===== src/rtl/capt_timebase_pkg.sv =====
package capt_timebase_pkg;
  localparam int unsigned CTL_W    = 16;
  localparam int unsigned SEL_W    = 5;
  localparam int unsigned NUM_SRC  = 1 << SEL_W;
  localparam int unsigned NUM_CH   = 2;
  localparam int unsigned RUN_BIT  = 5;
  localparam int unsigned RSVD_BIT = 6;
  localparam int unsigned MODE_BIT = 7;
  localparam int unsigned CASC_BIT = 8;
  localparam logic [SEL_W-1:0] SEL_RST = 5'b01101;

  typedef struct packed {
    logic             casc;
    logic             mode;   // 1: triggered, 0: synchronous
    logic             run;
    logic [SEL_W-1:0] sel;
  } ctl_t;

  localparam ctl_t CTL_RST = '{casc: 1'b0, mode: 1'b0, run: 1'b0, sel: SEL_RST};

  function automatic logic [CTL_W-1:0] ctl_pack(input ctl_t c);
    logic [CTL_W-1:0] w;
    w = '0;
    w[SEL_W-1:0] = c.sel;
    w[RUN_BIT]   = c.run;
    w[MODE_BIT]  = c.mode;
    w[CASC_BIT]  = c.casc;
    return w;
  endfunction

  function automatic ctl_t ctl_unpack(input logic [CTL_W-1:0] w);
    ctl_t c;
    c.sel  = w[SEL_W-1:0];
    c.run  = w[RUN_BIT];
    c.mode = w[MODE_BIT];
    c.casc = w[CASC_BIT];
    return c;
  endfunction
endpackage


===== src/rtl/capt_timebase_ctl.sv =====
module capt_timebase_ctl
  import capt_timebase_pkg::*;
(
  input  logic             clk_i,
  input  logic             rst_ni,
  input  logic             wr_i,
  input  logic [CTL_W-1:0] wdata_i,
  input  logic             hw_set_i,
  output ctl_t             ctl_q_o,
  output logic             hold_o
);
  ctl_t ctl_q, ctl_d;

  always_comb begin
    ctl_d = ctl_q;
    if (wr_i) ctl_d = ctl_unpack(wdata_i);
    // hardware set beats a software clear in the same cycle
    if (hw_set_i) ctl_d.run = 1'b1;
  end

  always_ff @(posedge clk_i or negedge rst_ni) begin
    if (!rst_ni) ctl_q <= CTL_RST;
    else         ctl_q <= ctl_d;
  end

  // hold follows the next state so start/stop act at the same edge
  assign hold_o  = ctl_d.mode & ~ctl_d.run;
  assign ctl_q_o = ctl_q;
endmodule


===== src/rtl/capt_timebase_cnt.sv =====
module capt_timebase_cnt #(
  parameter int unsigned CNT_W = 16
) (
  input  logic             clk_i,
  input  logic             rst_ni,
  input  logic             clr_i,
  input  logic             hold_i,
  input  logic             inc_i,
  output logic [CNT_W-1:0] cnt_o
);
  logic [CNT_W-1:0] cnt_q;

  always_ff @(posedge clk_i or negedge rst_ni) begin
    if (!rst_ni)              cnt_q <= '0;
    else if (clr_i || hold_i) cnt_q <= '0;
    else if (inc_i)           cnt_q <= cnt_q + 1'b1;
  end

  assign cnt_o = cnt_q;
endmodule


===== src/rtl/capt_timebase_cap.sv =====
module capt_timebase_cap #(
  parameter int unsigned CNT_W = 16
) (
  input  logic             clk_i,
  input  logic             rst_ni,
  input  logic             en_i,
  input  logic [CNT_W-1:0] val_i,
  output logic [CNT_W-1:0] data_o,
  output logic             vld_o
);
  always_ff @(posedge clk_i or negedge rst_ni) begin
    if (!rst_ni) begin
      data_o <= '0;
      vld_o  <= 1'b0;
    end else begin
      vld_o <= en_i;
      if (en_i) data_o <= val_i;
    end
  end
endmodule


===== src/rtl/capt_timebase.sv =====
module capt_timebase
  import capt_timebase_pkg::*;
#(
  parameter int unsigned CNT_W = 16
) (
  input  logic                    clk_i,
  input  logic                    rst_ni,
  input  logic                    wr_en_i,
  input  logic                    wr_ch_i,
  input  logic [CTL_W-1:0]        wr_data_i,
  input  logic                    rd_ch_i,
  output logic [CTL_W-1:0]        rd_data_o,
  input  logic [NUM_SRC-1:0]      src_i,
  input  logic [NUM_CH-1:0]       cap_i,
  output logic [NUM_CH-1:0]       cap_vld_o,
  output logic [NUM_CH*CNT_W-1:0] cap_data_o
);
  localparam logic [CNT_W-1:0] CNT_MAX = '1;

  ctl_t              ctl_q [NUM_CH];
  logic [NUM_CH-1:0] sel_hit, hw_set, own_hold, own_clr, cap_en;
  logic [CNT_W-1:0]  cnt_w [NUM_CH];
  logic [CNT_W-1:0]  cnt_lo, cnt_hi;
  logic              casc;
  logic              lo_clr, lo_hold, lo_wrap;
  logic              hi_clr, hi_hold, hi_inc;

  for (genvar c = 0; c < NUM_CH; c++) begin : g_ch
    assign sel_hit[c] = src_i[ctl_q[c].sel];
    assign hw_set[c]  = ctl_q[c].mode & sel_hit[c];
    assign own_clr[c] = ~ctl_q[c].mode & sel_hit[c];

    capt_timebase_ctl u_ctl (
      .clk_i    (clk_i),
      .rst_ni   (rst_ni),
      .wr_i     (wr_en_i && (wr_ch_i == 1'(c))),
      .wdata_i  (wr_data_i),
      .hw_set_i (hw_set[c]),
      .ctl_q_o  (ctl_q[c]),
      .hold_o   (own_hold[c])
    );

    capt_timebase_cap #(.CNT_W(CNT_W)) u_cap (
      .clk_i  (clk_i),
      .rst_ni (rst_ni),
      .en_i   (cap_en[c]),
      .val_i  (cnt_w[c]),
      .data_o (cap_data_o[c*CNT_W +: CNT_W]),
      .vld_o  (cap_vld_o[c])
    );
  end

  assign casc = ctl_q[0].casc & ctl_q[1].casc;

  // low half always runs on its own controls
  assign lo_clr  = own_clr[0];
  assign lo_hold = own_hold[0];
  assign lo_wrap = ~lo_clr & ~lo_hold & (cnt_lo == CNT_MAX);

  // high half follows the low channel when cascaded
  assign hi_clr  = casc ? lo_clr  : own_clr[1];
  assign hi_hold = casc ? lo_hold : own_hold[1];
  assign hi_inc  = casc ? lo_wrap : 1'b1;

  assign cap_en[0] = cap_i[0];
  assign cap_en[1] = casc ? cap_i[0] : cap_i[1];

  capt_timebase_cnt #(.CNT_W(CNT_W)) u_cnt_lo (
    .clk_i  (clk_i),
    .rst_ni (rst_ni),
    .clr_i  (lo_clr),
    .hold_i (lo_hold),
    .inc_i  (1'b1),
    .cnt_o  (cnt_lo)
  );

  capt_timebase_cnt #(.CNT_W(CNT_W)) u_cnt_hi (
    .clk_i  (clk_i),
    .rst_ni (rst_ni),
    .clr_i  (hi_clr),
    .hold_i (hi_hold),
    .inc_i  (hi_inc),
    .cnt_o  (cnt_hi)
  );

  assign cnt_w[0] = cnt_lo;
  assign cnt_w[1] = cnt_hi;

  assign rd_data_o = ctl_pack(ctl_q[rd_ch_i]);
endmodule


===== config.mk =====
export PLATFORM = sky130hd
export DESIGN_NAME = capt_timebase
export DESIGN_NICKNAME = d
export VERILOG_FILES = /design/src/rtl/capt_timebase_pkg.sv /design/src/rtl/capt_timebase_ctl.sv /design/src/rtl/capt_timebase_cnt.sv /design/src/rtl/capt_timebase_cap.sv /design/src/rtl/capt_timebase.sv
export SDC_FILE = /design/constraint.sdc
export NUM_CORES = 1
export LEC_CHECK = 0
export BUFFER_PORTS_ARGS = -buffer_cell sky130_fd_sc_hd__buf_4
export CAP_MARGIN = 30
export CELL_PAD_IN_SITES_DETAIL_PLACEMENT = 1
export CELL_PAD_IN_SITES_GLOBAL_PLACEMENT = 1
export CORE_MARGIN = 4
export CORE_UTILIZATION = 35
export CTS_CLUSTER_SIZE = 12
export DETAILED_ROUTE_END_ITERATION = 12
export PLACE_DENSITY = 0.75
export SYNTH_ARGS = -nofsm -noshare
export SYNTH_HDL_FRONTEND = slang
export SYNTH_SLANG_ARGS = --single-unit

===== constraint.sdc =====
create_clock -name clk_i -period 6.1 [get_ports clk_i]
set_clock_uncertainty 0.1 [all_clocks]
set_input_delay 1.525 -clock clk_i [delete_from_list [all_inputs] [get_ports clk_i]]
set_output_delay 1.525 -clock clk_i [all_outputs]
set_load 0.01 [all_outputs]

# Word level (Yosys, flattened, before mapping)
# Cells that the tools add are included.
word_totals:
  register_bits: 82
  out_inout_bits: 50
classes:
  n_addsub: 2
  magnitude_cmp: 3
  eq_ne: 1
  muxes: 18
  bitwise_logic: 17
  n_reduce_logical: 5
ops:
  columns: ["cell", "n"]
  rows:
  - ["$mux 16", 3]
  - ["$add 16x1->16 const B", 2]
  - ["$mux 8", 3]
  - ["$eq 16x16->1 const B", 1]
  - ["$mux 7", 2]
  - ["$lt 5x6->1 const B", 2]
  - ["$bmux 1 s5", 2]
  - ["$and 1x1->1", 9]
  - ["$mux 1", 8]
  - ["$not 1->1", 7]
  - ["$ge 2x2->1 const B", 1]
  - ["$logic_and 1x1->1", 2]
  - ["$logic_or 1x1->1", 2]
  - ["$not 1->2", 1]
  - ["$reduce_bool 2->1", 1]

# Depth between registers and ports, before layout
# Gate-level depths: netlist of run 1.
logic_depth:
  depth_word: 12
  ltp_mapped: 11
  depth_no_buf: 8

# By module
# From an unflattened synthesis of run 1, not the netlist that was laid out.
hier_totals:
  hier_cells: 383
  hier_area_um2: 4601.9
modules_own_cells:
  columns: ["mod", "instances", "cells_per_inst", "area_per_inst_um2", "seq_area_each_um2"]
  rows:
  - ["capt_timebase_cnt", 2, 85, 859.6, 400.4]
  - ["capt_timebase_cap", 2, 35, 674.4, 425.4]
  - ["capt_timebase", 1, 101, 875.8, 0.0]
  - ["capt_timebase_ctl", 2, 21, 329.1, 203.9]

# Worst setup path after synthesis of run 1
# Ideal clock, no wire load.
synth_path:
  kind: "input-to-output"
  start: "input rd_ch_i"
  end: "output rd_data_o[0]"
  arrival_ps: 2194
  path_slack_ps: 2281
  stages: 2
  path_buffers: 1
  path_cell_list: "clkbuf_1 > mux2_2"
synth_via:
  elab_chain_len: 4
synth_rtl:
  columns: ["item", "line_no", "source"]
  rows:
  - ["start, declared", "capt_timebase.sv:11", "input logic rd_ch_i,"]
  - ["$not 1->2 (not written as such)", "capt_timebase.sv:89", "assign rd_data_o = ctl_pack(ctl_q[rd_ch_i]);"]
  - ["$mux 8 (not written as such) (3 in series)", "capt_timebase.sv:89", null]
  - ["end, declared", "capt_timebase.sv:12", "output logic [CTL_W-1:0] rd_data_o,"]
# Every way passes these cells. The select of a mux whose other input is x is not followed.

# Worst setup path in the final report of run 1
layout_path:
  start: "input rd_ch_i"
  end: "output rd_data_o[3]"
# Same word-level chain as after synthesis.

==> summary.md, run 1 <==
The signal on the critical path passes through buf_4 > mux2_2 > buf_4. In this run the clock root is driven by a sky130_fd_sc_hd__clkbuf_16. STA classifies the critical path startpoint as a primary input. The height of the die was 119 um; the post-DP HPWL was 7820 um. Setup repair after global routing left no endpoint under its margin. For the total of cells resized after clock tree synthesis, the log shows 0. STA classifies the critical path endpoint as an output pin. STA puts the critical path data arrival time at 2200 ps. In the routed design, unresolved DRC markers number 0. After floorplanning, the core was sized to cover 12,000 um2. The layout overhead on the synthesized area came out at 25.3%. The count of cells in the finished layout, fillers not included, comes to 613. The repair_antennas step left the layout with diodes totalling 0. By count the netlist is led by 76 x sky130_fd_sc_hd__dfrtp_1, 52 x sky130_fd_sc_hd__mux2_2, 35 x sky130_fd_sc_hd__nor2_1, 28 x sky130_fd_sc_hd__nand2_1, 23 x sky130_fd_sc_hd__mux2i_1. In this run the worst path has a maximum fanout of 9.

The worst reg2reg path startpoint was g_ch[0].u_ctl.ctl_q_o[1]. The count of clock tree sinks came out at 82. The flop-to-flop setup slack was 2950 ps; the via density per instance was 5.18.

For the TritonCTS buffer count, the log shows 9. Power spread over the standard cell area amounts to 301 nW/um2. For the final wirelength, the log shows 10,400 um. The cell count after synthesis came out at 378. After clock tree synthesis, the clock-pin slew on the worst setup and hold paths is 50 ps. Fraction of power spent switching nets: 0.278.

For the number of optimization iterations in the first detailed-route pass, the log shows 4. The cell area that synthesis handed to floorplanning was 4290 um2. The die covers 14,100 um2.

The endpoint of the worst hold path is g_ch[1].u_cap.data_o[5]. The tool flagged a number of max-cap violations equal to 0. The number of enable-type register cells in the synthesized netlist is 0, and the routability-driven placement congestion ratio is 0.799.

Sequential power share: 0.416. The run gives 0.360 as the power share of the clock group. The run gives 0 as the number of antenna violations at the first check in global routing.

The number of hold buffers added after CTS was 0. The switching power summed over all nets was 449 uW. The largest single stage delay on the critical path is 370 ps.

For the number of H-tree levels, the log shows 3. The number of cells on the worst hold path is 1, and the count of yosys warnings during synthesis is 0. Entering global routing, the biggest net connects 56 pins. The transition at the pin with the smallest max-transition slack came out at 924 ps. The kind of critical path was primary input to output pin. The maximum vdd drop is 0.148 mV, and the worst-case headroom to the max-slew limit is 0.383.

The logs give 0.224 for the combinational cell fraction of total power and 0.447 for the final design utilization. The logs give 0 for the aggregate global routing overflow and 0 for the number of max-slew violations in the final report. The share of post-route cells with drive strength above 1 came out at 0.382.

For the worst setup path, the data required time is 4470 ps. The synthesis-stage register bit count works out to 82. The startpoint identified for the worst hold timing path is g_ch[1].u_cap.data_o[5]. Counting distinct cell types in the post-synthesis netlist gives 45.

The most used standard cell by instance count after synthesis was sky130_fd_sc_hd__dfrtp_1. The number of global-route vias before repair is 3,461. Setup violations remaining at the end of the flow were counted as 0.

For the worst-skew pair, the clock arrives at the later sink with an insertion delay of 330 ps. The end of the worst register-to-register path is u_cnt_hi.cnt_o[13]. The first global-routing pass estimated 17,700 um of wire.

Dividing the synthesized area by the synthesized cell count gives 11.3 um2. The worst reg-to-reg path cell count was 9. The internal power of the cells totals 1170 uW. The clock period could shrink to 3820 ps.

Measured along the x axis, the die boundary spans 119 um. The run finished with clean final reports. The top cell type's share of synthesized area is 0.444.

The share of the cycle needed by the critical path after routing came out at 0.627. In the final design database the tool counted 519 nets. Summed over all failing endpoints, the final setup total negative slack is 0 ps. The fraction of registers with async set/reset works out to 1.00.

The most frequent cell on the critical path was sky130_fd_sc_hd__buf_4. The run gives 262 MHz as the maximum achievable frequency. Broken down by cell family, the worst path's largest delay share belongs to multiplexers. For this block, the initial DRC count from the detailed router was 145.

The tools report the initial cell density of the core as 0.357. In this run the worst hold path is classified as register to register. The tools report the number of cells in the design after placement as 598. The number of setup buffers added after CTS is 0. The fill cell total of the finished layout is 1,316, and the number of buffers added on ports is 88. Counting along the longest clock path gives a buffer depth of 2.

The sequential cell area fraction in the yosys report was 0.480. The number of buffer and inverter stages on the critical path came out at 2. TritonCTS built the clock tree. The floorplan has 40 rows.

The slowest library cell on the worst path was sky130_fd_sc_hd__mux2_2. The number of routed nets with antenna violations was 0; the placed standard-cell area was 5050 um2. The predominant post-synthesis flop cell is sky130_fd_sc_hd__dfrtp_1.

After detailed routing, the average wire length per cell comes to 17.0 um. The routed layout has 3,175 vias. The number of failing hold endpoints at the final stage is 0. Sorting the synthesized cells by area gives the leading types as sky130_fd_sc_hd__dfrtp_1 44%, sky130_fd_sc_hd__mux2_2 14%, sky130_fd_sc_hd__mux2i_1 5.4%. Pin placement for this block handled 105 I/O pins. The synthesized design spends more area on one cell type than any other, namely sky130_fd_sc_hd__dfrtp_1. The finished cells cover 5370 um2. Overall power consumption: 1620 uW. The global router's overall resource usage is 0.154, and the static leakage is 0.00251 uW.
placed cells by master (no fill, tap or decap), types with 6 or more instances in the layout:
cell type                   synthesis  routed
sky130_fd_sc_hd__nor3_1             6       6
sky130_fd_sc_hd__nand2_1           28      28
sky130_fd_sc_hd__a21oi_1            9       9
sky130_fd_sc_hd__xnor2_1           14      14
sky130_fd_sc_hd__dfrtp_1           76      76
sky130_fd_sc_hd__buf_4             11      90
sky130_fd_sc_hd__nand4_1            7       7
sky130_fd_sc_hd__nor2_1            35      35
sky130_fd_sc_hd__nand3_1           13      13
sky130_fd_sc_hd__clkbuf_16          0       9
sky130_fd_sc_hd__dfstp_2            6       6
sky130_fd_sc_hd__mux4_2             8       8
sky130_fd_sc_hd__o21ai_0            7       7
sky130_fd_sc_hd__xor2_1             9       9
sky130_fd_sc_hd__inv_1              8       8
sky130_fd_sc_hd__mux2_2            52      52
sky130_fd_sc_hd__mux2i_1           23      22
sky130_fd_sc_hd__nor4_1             6       6
sky130_fd_sc_hd__conb_1             1       8
per-layer routing:
metal  vias to the layer above  global-route usage  wire length, um
li1                       1505                   -                -
met1                      1584               0.195             4610
met2                        79               0.254             5120
met3                         7              0.0464              588
met4                         0              0.0442              112
met5                         -                   0                0
flip-flops by register name, summed over array words and instances (netlist names):
signal and count:
g_ch.u_cap.data_o 32, g_ch.u_cap.vld_o 2, g_ch.u_ctl.ctl_q_o 16, u_cnt_hi.cnt_o 16
u_cnt_lo.cnt_o 16
worst max path at each step:
stage	startpoint	to	slack, ps	depth (start not counted)
floorplan	rd_ch_i	rd_data_o[0]	2280	2
detailed placement	wr_ch_i	u_cnt_hi.cnt_o[13]	1970	9
CTS	rd_ch_i	rd_data_o[3]	2270	3
finish	rd_ch_i	rd_data_o[3]	2280	3
global placement	wr_ch_i	u_cnt_hi.cnt_o[13]	2030	9
global route	wr_ch_i	u_cnt_hi.cnt_o[9]	2190	9
layout make-up:
class / count / area [um2] / area share
Multi-Input combinational cell: 269 / 2060 / 0.384
Sequential cell: 82 / 2060 / 0.384
Clock inverter: 2 / 60.1 / 0.0112
Timing Repair Buffer: 92 / 714 / 0.133
Clock buffer: 13 / 260 / 0.0485
Inverter: 8 / 30.0 / 0.00559
Tap cell: 147 / 184 / 0.0342
stage by stage:
| step | setup slack, ps | hold WS (ps) |
|---|---|---|
| 5_1_grt | 2190 | 415 |
| 6_report | 2280 | 405 |
| 4_1_cts | 2270 | 408 |
| 2_1_floorplan | 2280 | 370 |
| 3_3_place_gp | 2030 | 392 |
| 3_5_place_dp | 1970 | 396 |
cell families (layout without fill, tap and decap cells):
group	after synthesis	after routing	synth area share
xor gates and xnor gates	23	23	0.0470
other	1	8	0.000875
AOI/OAI and AO/OA	31	31	0.0452
adders and majority gates	2	2	0.00584
DFF	82	82	0.480
muxes	83	83	0.232
buffers and inverters	34	115	0.0455
and+or+nand+nor	122	122	0.143
power by group through the flow:
stage,combinational [uW],sequential (uW),clock [uW]
3_5_place_dp,364,683,0
6_report,362,673,581
2_1_floorplan,243,660,0
4_1_cts,367,674,602
5_1_grt,399,684,624
3_3_place_gp,351,678,0
worst register-to-register path: stages, from the launching register on:
cell and delay [ps]:
sky130_fd_sc_hd__dfrtp_1 900, sky130_fd_sc_hd__mux2i_1 180, sky130_fd_sc_hd__a22oi_1 250, sky130_fd_sc_hd__nand2_1 80, sky130_fd_sc_hd__o21ai_1 300, sky130_fd_sc_hd__nor3_1 100, sky130_fd_sc_hd__buf_4 180, sky130_fd_sc_hd__or2_4 310
sky130_fd_sc_hd__or4_1 510, sky130_fd_sc_hd__a21oi_1 160
No activity file was read; power rests on OpenSTA's default activity.
==> run 2: changes to the inputs <==
clock period = 3.85 ns   (was 6.1 ns; I/O delays follow)
==> run 2 against run 1 <==
Die area did not move. Core utilization decreased by 0.36 points. Register-to-register slack worse by 2200 ps. Largest power group unchanged.
==> summary.md, run 2 (synthesis gave the netlist of run 1 again) <==
The final wirelength is 10,500 um, and the routability-driven placement congestion ratio is 0.828. The global-route wire length before repair was 17,700 um. The run finished with clean final reports. Of all nets on the critical path, the largest fanout is 18.

The clock net in this run drives a total of 82 sinks. Traced cell by cell, the critical path runs through mux2i_1 > a22oi_1 > nand3_1 > o21ai_1 > o211a_1 > or2_4 > or4_1 > a21oi_1. The largest incremental delay on the critical path works out to 890 ps. The total die area came out at 14,100 um2. For the number of global-route vias before repair, the log shows 3,493.

Data on the critical path arrives at its endpoint at 3270 ps. The worst path meets setup with 733 ps of slack. Slowest library cell on the worst path: sky130_fd_sc_hd__dfrtp_1. The core region is 12,000 um2. Detailed placement finished with a half-perimeter wire length of 7840 um. The kind of critical path was register to register. The fraction of power spent switching nets works out to 0.298. STA classifies the critical path endpoint as a register. The first routing iteration left 122 violations. For this design the total switching power over the nets is 719 uW.

The run gives 0.437 as the worst-case headroom to the max-slew limit. The transition at the pin with the smallest max-transition slack was 845 ps; the combinational cell fraction of total power was 0.236. Counting flops per register, the top entry is g_ch.u_cap.data_o. Time the final worst path needs with I/O delays and setup: 3120 ps. Adding up every negative setup slack in the final design gives 0 ps.

The top cell types in the final layout, fill and taps aside, are 92 x sky130_fd_sc_hd__buf_4, 76 x sky130_fd_sc_hd__dfrtp_1, 52 x sky130_fd_sc_hd__mux2_2. For this design the static power due to leakage is 0.00249 uW. Max-cap violations in this run came to 0. The number of antenna diodes in the final layout is 0. The logs give 0 for the number of max-slew violations in the final report and 0.442 for the sequential power share.

For the aggregate global routing overflow, the log shows 0. For this run, the post-layout net count is 520. The logs give 53 for the largest net degree at the start of global routing and 0 for the number of antenna violations at the first check in global routing. The final number of setup-violating endpoints was 0; the I/O pin count was 105.

Number of buffers added on ports: 88. Share of post-route cells with drive strength above 1: 0.387. The number of failing hold endpoints at the final stage is 0, and the via density per instance is 5.20.

In the routed design, unresolved DRC markers number 0. The most common cell after layout, fill and taps aside is sky130_fd_sc_hd__buf_4. Number of optimization iterations in the first detailed-route pass: 4.

The register clock-pin slew on the reported worst setup and hold paths is 60 ps, and the number of routed nets with antenna violations is 0. At the worst endpoint, the required time is 4010 ps. The ratio of total power to cell area works out to 454 nW/um2. Across all layers, the routed design uses 3,198 vias.

The initial cell density of the core is 0.357, and the share of the cycle needed by the critical path after routing is 0.810. Grouping stages by cell kind, the critical path spends the most delay in simple AND/OR/NAND/NOR gates. The internal portion of the total power is 1700 uW.

Count of buffers added by post-CTS timing repair for setup: 0. The run gives 2 as the buffer levels on the longest clock path. Setup repair after global routing left no endpoint under its margin. The run gives 0.322 as the power share of the clock group. Maximum vdd drop: 0.199 mV. Gates resized during post-CTS repair numbered 0.

The height of the die is 119 um, and the number of placement rows is 40. The root buffer cell chosen for the clock tree is sky130_fd_sc_hd__clkbuf_16. The number of H-tree levels came out at 3. The die is 119 um wide. The register with the most flip-flops in the layout has 32 of them. Dividing the detail-routed wire length by the instance count gives 17.0 um.

The later-pin clock latency in the skew report was 330 ps; the layout overhead on the synthesized area was 24.3%. The tightest min-delay check is of the register to register type. The logs give 0.155 for the global router's overall resource usage and 321 MHz for the maximum achievable frequency. The post-cts hold buffer count was 0.

The final design utilization was 0.443. For the TritonCTS buffer count, the log shows 9. Launching element type of the critical path: a register. Timing analysis after detailed placement gives a worst setup slack of 590 ps. The critical path contains buffers and inverters numbering 0 combined. TritonCTS built the clock tree.
[run 2: cell types whose count changed in the layout (fill, tap and decap cells not counted), sizes merged]
| cell | change |
|---|---|
| bufinv | -2 |
| clkinv | +3 |
| buf | +1 |
| clkinvlp | +2 |
| clkbuf | -2 |
[run 2: worst register-to-register path, stage by stage (launching register included)]
cell and delay (ps):
sky130_fd_sc_hd__dfrtp_1 890, sky130_fd_sc_hd__mux2i_1 280, sky130_fd_sc_hd__a22oi_1 140, sky130_fd_sc_hd__nand3_1 100
sky130_fd_sc_hd__o21ai_1 120, sky130_fd_sc_hd__o211a_1 380, sky130_fd_sc_hd__or2_4 360, sky130_fd_sc_hd__or4_1 520
sky130_fd_sc_hd__a21oi_1 160
[run 2: layout make-up]
class / count / area [um2]
multi-input combinational: 269 / 2060
clock inverter: 5 / 30.0
inverter: 8 / 30.0
fill: 1328 / 6690
tap: 147 / 184
sequential: 82 / 2060
clock buffer: 11 / 243
timing repair buffer: 93 / 718
[run 2: through the flow]
step / hold slack (ps) / total power (uW) / cell area, um2 / instances
2_1_floorplan: 370 / 1430 / 4310 / 385
3_3_place_gp: 392 / 1630 / 5030 / 598
3_5_place_dp: 395 / 1660 / 5050 / 599
4_1_cts: 412 / 2460 / 5330 / 615
5_1_grt: 424 / 2570 / 5330 / 615
6_report: 406 / 2420 / 5330 / 615
[run 2: path summary, 6_finish.rpt]
path | start | endpoint | slack (ps) | depth (start not counted)
setup reg to reg | g_ch[0].u_ctl.ctl_q_o[1] | u_cnt_hi.cnt_o[9] | 730 | 8
max in group asynchronous | rst_ni | u_cnt_lo.cnt_o[3] | 2590 | 2
min in group asynchronous | rst_ni | g_ch[1].u_cap.vld_o | 460 | 1
hold / removal | g_ch[1].u_cap.data_o[14] | g_ch[1].u_cap.data_o[14] | 410 | 1
hold reg to reg | g_ch[1].u_cap.data_o[14] | g_ch[1].u_cap.data_o[14] | 410 | 1
setup / recovery | g_ch[0].u_ctl.ctl_q_o[1] | u_cnt_hi.cnt_o[9] | 730 | 8
[run 2: metal layers]
metal	routed length, um	up-vias	global-route usage
li1	-	1506	-
met1	4630	1607	0.193
met2	5140	75	0.259
met3	557	10	0.0431
met4	136	0	0.0500
met5	0	-	0
[run 2: power by group through the flow]
stage,clock (uW),combinational [uW],sequential (uW)
2_1_floorplan,0,386,1050
3_3_place_gp,0,560,1070
3_5_place_dp,0,576,1080
4_1_cts,806,580,1070
5_1_grt,861,627,1090
6_report,778,571,1070
==> run 3: changes to the inputs <==
ABC_AREA = 1   (was not set)
PLACE_DENSITY = 0.8   (was 0.75)
clock period = 2.75 ns   (was 3.85 ns; I/O delays follow)
==> run 3 against run 2 <==
Sequential share of layout area is 2.5 points lower. Final cell count is 32% higher. Core utilization is 1.2 points lower. Combinational power is 50% higher. Synthesized cell count is 45% higher. Worst setup slack worse by 430 ps. Non-clock buffer count is 1 higher. Count of clock-buffer cells in the layout is 2 higher. Worst hold slack worse by 120 ps. Sequential cell count stayed put. Fmax is 27% higher.
==> summary.md, run 3 <==
The flow ran to the end, and the final reports show no timing, DRC or antenna violations. The number of antenna violations at the first check in global routing came out at 0. Setup repair after global routing left no endpoint under its margin. Leaving out fill and tap cells, the most frequent cell in the layout is sky130_fd_sc_hd__nand2_1. The first global-routing pass estimated 20,900 um of wire. The tree built by TritonCTS fans out to 82 sinks. In this run the cell area of the synthesized design comes to 4690 um2. The run gives 0.447 as the worst-case headroom to the max-slew limit. The run gives 0.172 as the global router's overall resource usage.

The final-stage net count was 687. The repair_antennas step left the layout with diodes totalling 0. The tools report the met2 layer usage reported by global route as 0.288.

The transition at the pin with the smallest max-transition slack works out to 822 ps. Clock tree synthesis selected as its root buffer the cell sky130_fd_sc_hd__clkbuf_16. For the total negative slack, the log shows 0 ps. The synthesized design contains 82 register bits. After detailed routing, the average wire length per cell comes to 15.6 um.

In this run the register-to-register setup slack is 300 ps. Measured in cells, the most critical reg-to-reg path has a length of 13. The fill cell total of the finished layout is 1,595, and the I/O pin count is 105. The worst setup path is captured at a register.

The startpoint identified for the worst register-to-register timing path is g_ch[0].u_ctl.ctl_q_o[0]. Worst hold path class: primary input to asynchronous set/reset pin. After clock tree synthesis, the flow added hold-fix buffers numbering 0. The initial detailed-routing violation count was 230. Post-synthesis cell type with the largest combined area: sky130_fd_sc_hd__dfrtp_1. The tools report the final number of setup-violating endpoints as 0. The sequential cell area fraction in the yosys report was 0.439; the number of flip-flops under the largest register name was 32. sky130_fd_sc_hd__nand2_1 is the most common cell in the netlist. Clock-pin slew was measured on the worst setup and hold paths at 60 ps.

After detailed routing, the total wire length is 12,700 um. Summed over all nets, the half-perimeter wirelength after detailed placement is 9250 um. The worst register-to-register path ends at u_cnt_hi.cnt_o[4]. The top cell types in the final layout, fill and taps aside, are 141 x sky130_fd_sc_hd__nand2_1, 93 x sky130_fd_sc_hd__buf_4, 80 x sky130_fd_sc_hd__nand3_1. In the synthesized netlist the dominant register cell turns out to be sky130_fd_sc_hd__dfrtp_1. For the worst setup path, the data required time is 2870 ps. From synthesis to final layout, the design area changed by 21.4%. The height of the die was 124 um; the count of buffers added by post-CTS timing repair for setup was 0. The run gives 0.898 as the routability-driven placement congestion ratio.

The logs give 0.227 for the global-route met1 utilization and 9 for the TritonCTS buffer count. The later pin in the worst-skew pair is clocked with a latency of 340 ps. For this design the static power due to leakage is 0.00289 uW. Across the run, the number of max-cap violations was 0. The maximum achievable frequency was 408 MHz; the placed standard-cell area was 5420 um2.

In this run the most used layer during global routing was met2. The synthesized netlist contains 40 unique library cells. The worst setup path is launched from a register. In the synthesized netlist, the cells that appear most often are 141 x sky130_fd_sc_hd__nand2_1, 80 x sky130_fd_sc_hd__nand3_1, 76 x sky130_fd_sc_hd__dfrtp_1, 43 x sky130_fd_sc_hd__inv_1, 30 x sky130_fd_sc_hd__nor2_1. The pre-antenna-repair detailed-routing pass consisted of 5 iterations. The post-synthesis area per instance is 8.55 um2.

The number of enable-type register cells in the synthesized netlist was 0; the largest net degree at the start of global routing was 83. The tools report the data arrival at the endpoint of the critical path as 2570 ps. Hold timing on the final database bottoms out at a slack of 287 ps. The initial cell density of the core was 0.355. The tools report the number of failing hold endpoints at the final stage as 0.

The kind of critical path was register to register. The die covers 15,300 um2. The number of remaining DRC errors is 0, and the overall power consumption is 3450 uW. The highest net fanout along the worst path is 18. The via density per instance was 4.94; the number of routed nets with antenna violations was 0.

Top cell type's share of synthesized area: 0.406. The number of max-slew violations in the final report was 0; the share of the cycle needed by the critical path after routing was 0.891. The clock passes through at most 2 buffers. The register with the most flip-flops in the final layout is g_ch.u_cap.data_o. The run gives 4,165 as the number of global-route vias before repair. After routing the design area is 5690 um2.

IR analysis of the VDD net gives a maximum drop of 0.263 mV. For the met3 usage, the log shows 0.0318. TritonCTS built the clock tree. The share of post-route cells with drive strength above 1 was 0.276; the fraction of registers with async set/reset was 1.00. The via count was 4,001; the time the final worst path needs with I/O delays and setup was 2450 ps. The count of mapped cells out of synthesis came out at 548. By area the synthesized netlist is led by sky130_fd_sc_hd__dfrtp_1 41%, sky130_fd_sc_hd__nand2_1 11%, sky130_fd_sc_hd__nand3_1 8.5%. The number of gates resized after CTS was 0.

Dividing total power by cell area gives a power density of 606 nW/um2. The width of the chip was 124 um; the number of placement rows was 42. The number of buffers added on ports was 88. The H-tree was split into 3 levels. During synthesis, Yosys emitted a total of 0 warnings.

The core area came out at 13,200 um2. The total overflow left after global routing is 0.
## run 3: cell types whose count changed after synthesis, moves of 5 or more
cell,previous run,this run
sky130_fd_sc_hd__xnor2_1,14,4
sky130_fd_sc_hd__nand3_1,13,80
sky130_fd_sc_hd__mux2_2,52,23
sky130_fd_sc_hd__nor2_1,35,30
sky130_fd_sc_hd__inv_1,8,43
sky130_fd_sc_hd__mux4_2,8,0
sky130_fd_sc_hd__nand3_2,2,15
sky130_fd_sc_hd__nand2_2,1,8
sky130_fd_sc_hd__nand2_1,28,141
sky130_fd_sc_hd__o21ai_0,7,26
sky130_fd_sc_hd__a21oi_1,9,18
sky130_fd_sc_hd__mux2i_1,23,0
## run 3: logic make-up after synthesis
group           synth area share
compound gates            0.0499
other cells             0.000800
simple gates               0.320
xor+xnor                  0.0318
fa+ha+maj                0.00534
buf+inv                   0.0980
mux                       0.0553
flops                      0.439
## run 3: area by class of cell
| class | count | area, um2 | area share |
|---|---|---|---|
| Multi-Input combinational cell | 395 | 2190 | 0.386 |
| Clock buffer | 13 | 260 | 0.0457 |
| Sequential cell | 82 | 2060 | 0.362 |
| Timing Repair Buffer | 94 | 718 | 0.126 |
| Clock inverter | 2 | 12.5 | 0.00220 |
| Inverter | 48 | 224 | 0.0394 |
| Tap cell | 176 | 220 | 0.0387 |
## run 3: worst max path at each step
stage	from	to	slack, ps	cells after the start
after floorplan	g_ch[0].u_ctl.ctl_q_o[0]	u_cnt_hi.cnt_o[13]	760	16
after global placement	g_ch[0].u_ctl.ctl_q_o[0]	u_cnt_hi.cnt_o[15]	350	13
after detailed placement	g_ch[0].u_ctl.ctl_q_o[0]	u_cnt_hi.cnt_o[4]	290	13
after CTS	g_ch[0].u_ctl.ctl_q_o[0]	u_cnt_hi.cnt_o[4]	290	13
after global routing	g_ch[0].u_ctl.ctl_q_o[0]	u_cnt_hi.cnt_o[1]	100	13
final	g_ch[0].u_ctl.ctl_q_o[0]	u_cnt_hi.cnt_o[4]	300	13
## run 3: where the power goes
part           internal [uW]  switching, uW  leakage (uW)
clock                    655            457      0.000132
combinational            348            511       0.00168
sequential              1340            142       0.00107
total                   2340           1110       0.00289
## run 3: per-stage QoR
stage          worst slack (ps)  instances   util
6_report                    301        810  0.431
5_1_grt                    96.2        810  0.431
3_3_place_gp                354        795  0.411
2_1_floorplan               759        555      -
3_5_place_dp                287        795  0.411
4_1_cts                     288        810  0.431
## run 3: critical path: stages, from the launching register on
cell	delay (ps)
sky130_fd_sc_hd__dfstp_2	790
sky130_fd_sc_hd__inv_8	130
sky130_fd_sc_hd__nand2_1	90
sky130_fd_sc_hd__nand3_1	70
sky130_fd_sc_hd__nand3_1	90
sky130_fd_sc_hd__nand2_1	80
sky130_fd_sc_hd__nand2_1	90
sky130_fd_sc_hd__nand3_2	100
sky130_fd_sc_hd__nand2_2	90
sky130_fd_sc_hd__nand2_4	60
sky130_fd_sc_hd__nand2_8	120
sky130_fd_sc_hd__nand3_4	250
sky130_fd_sc_hd__nand3_1	190
sky130_fd_sc_hd__nand2_1	70
## run 3: per-layer routing
metal	vias up	wire length [um]
met2	92	6310
li1	1932	-
met5	-	0
met4	0	210
met1	1963	5540
met3	14	613
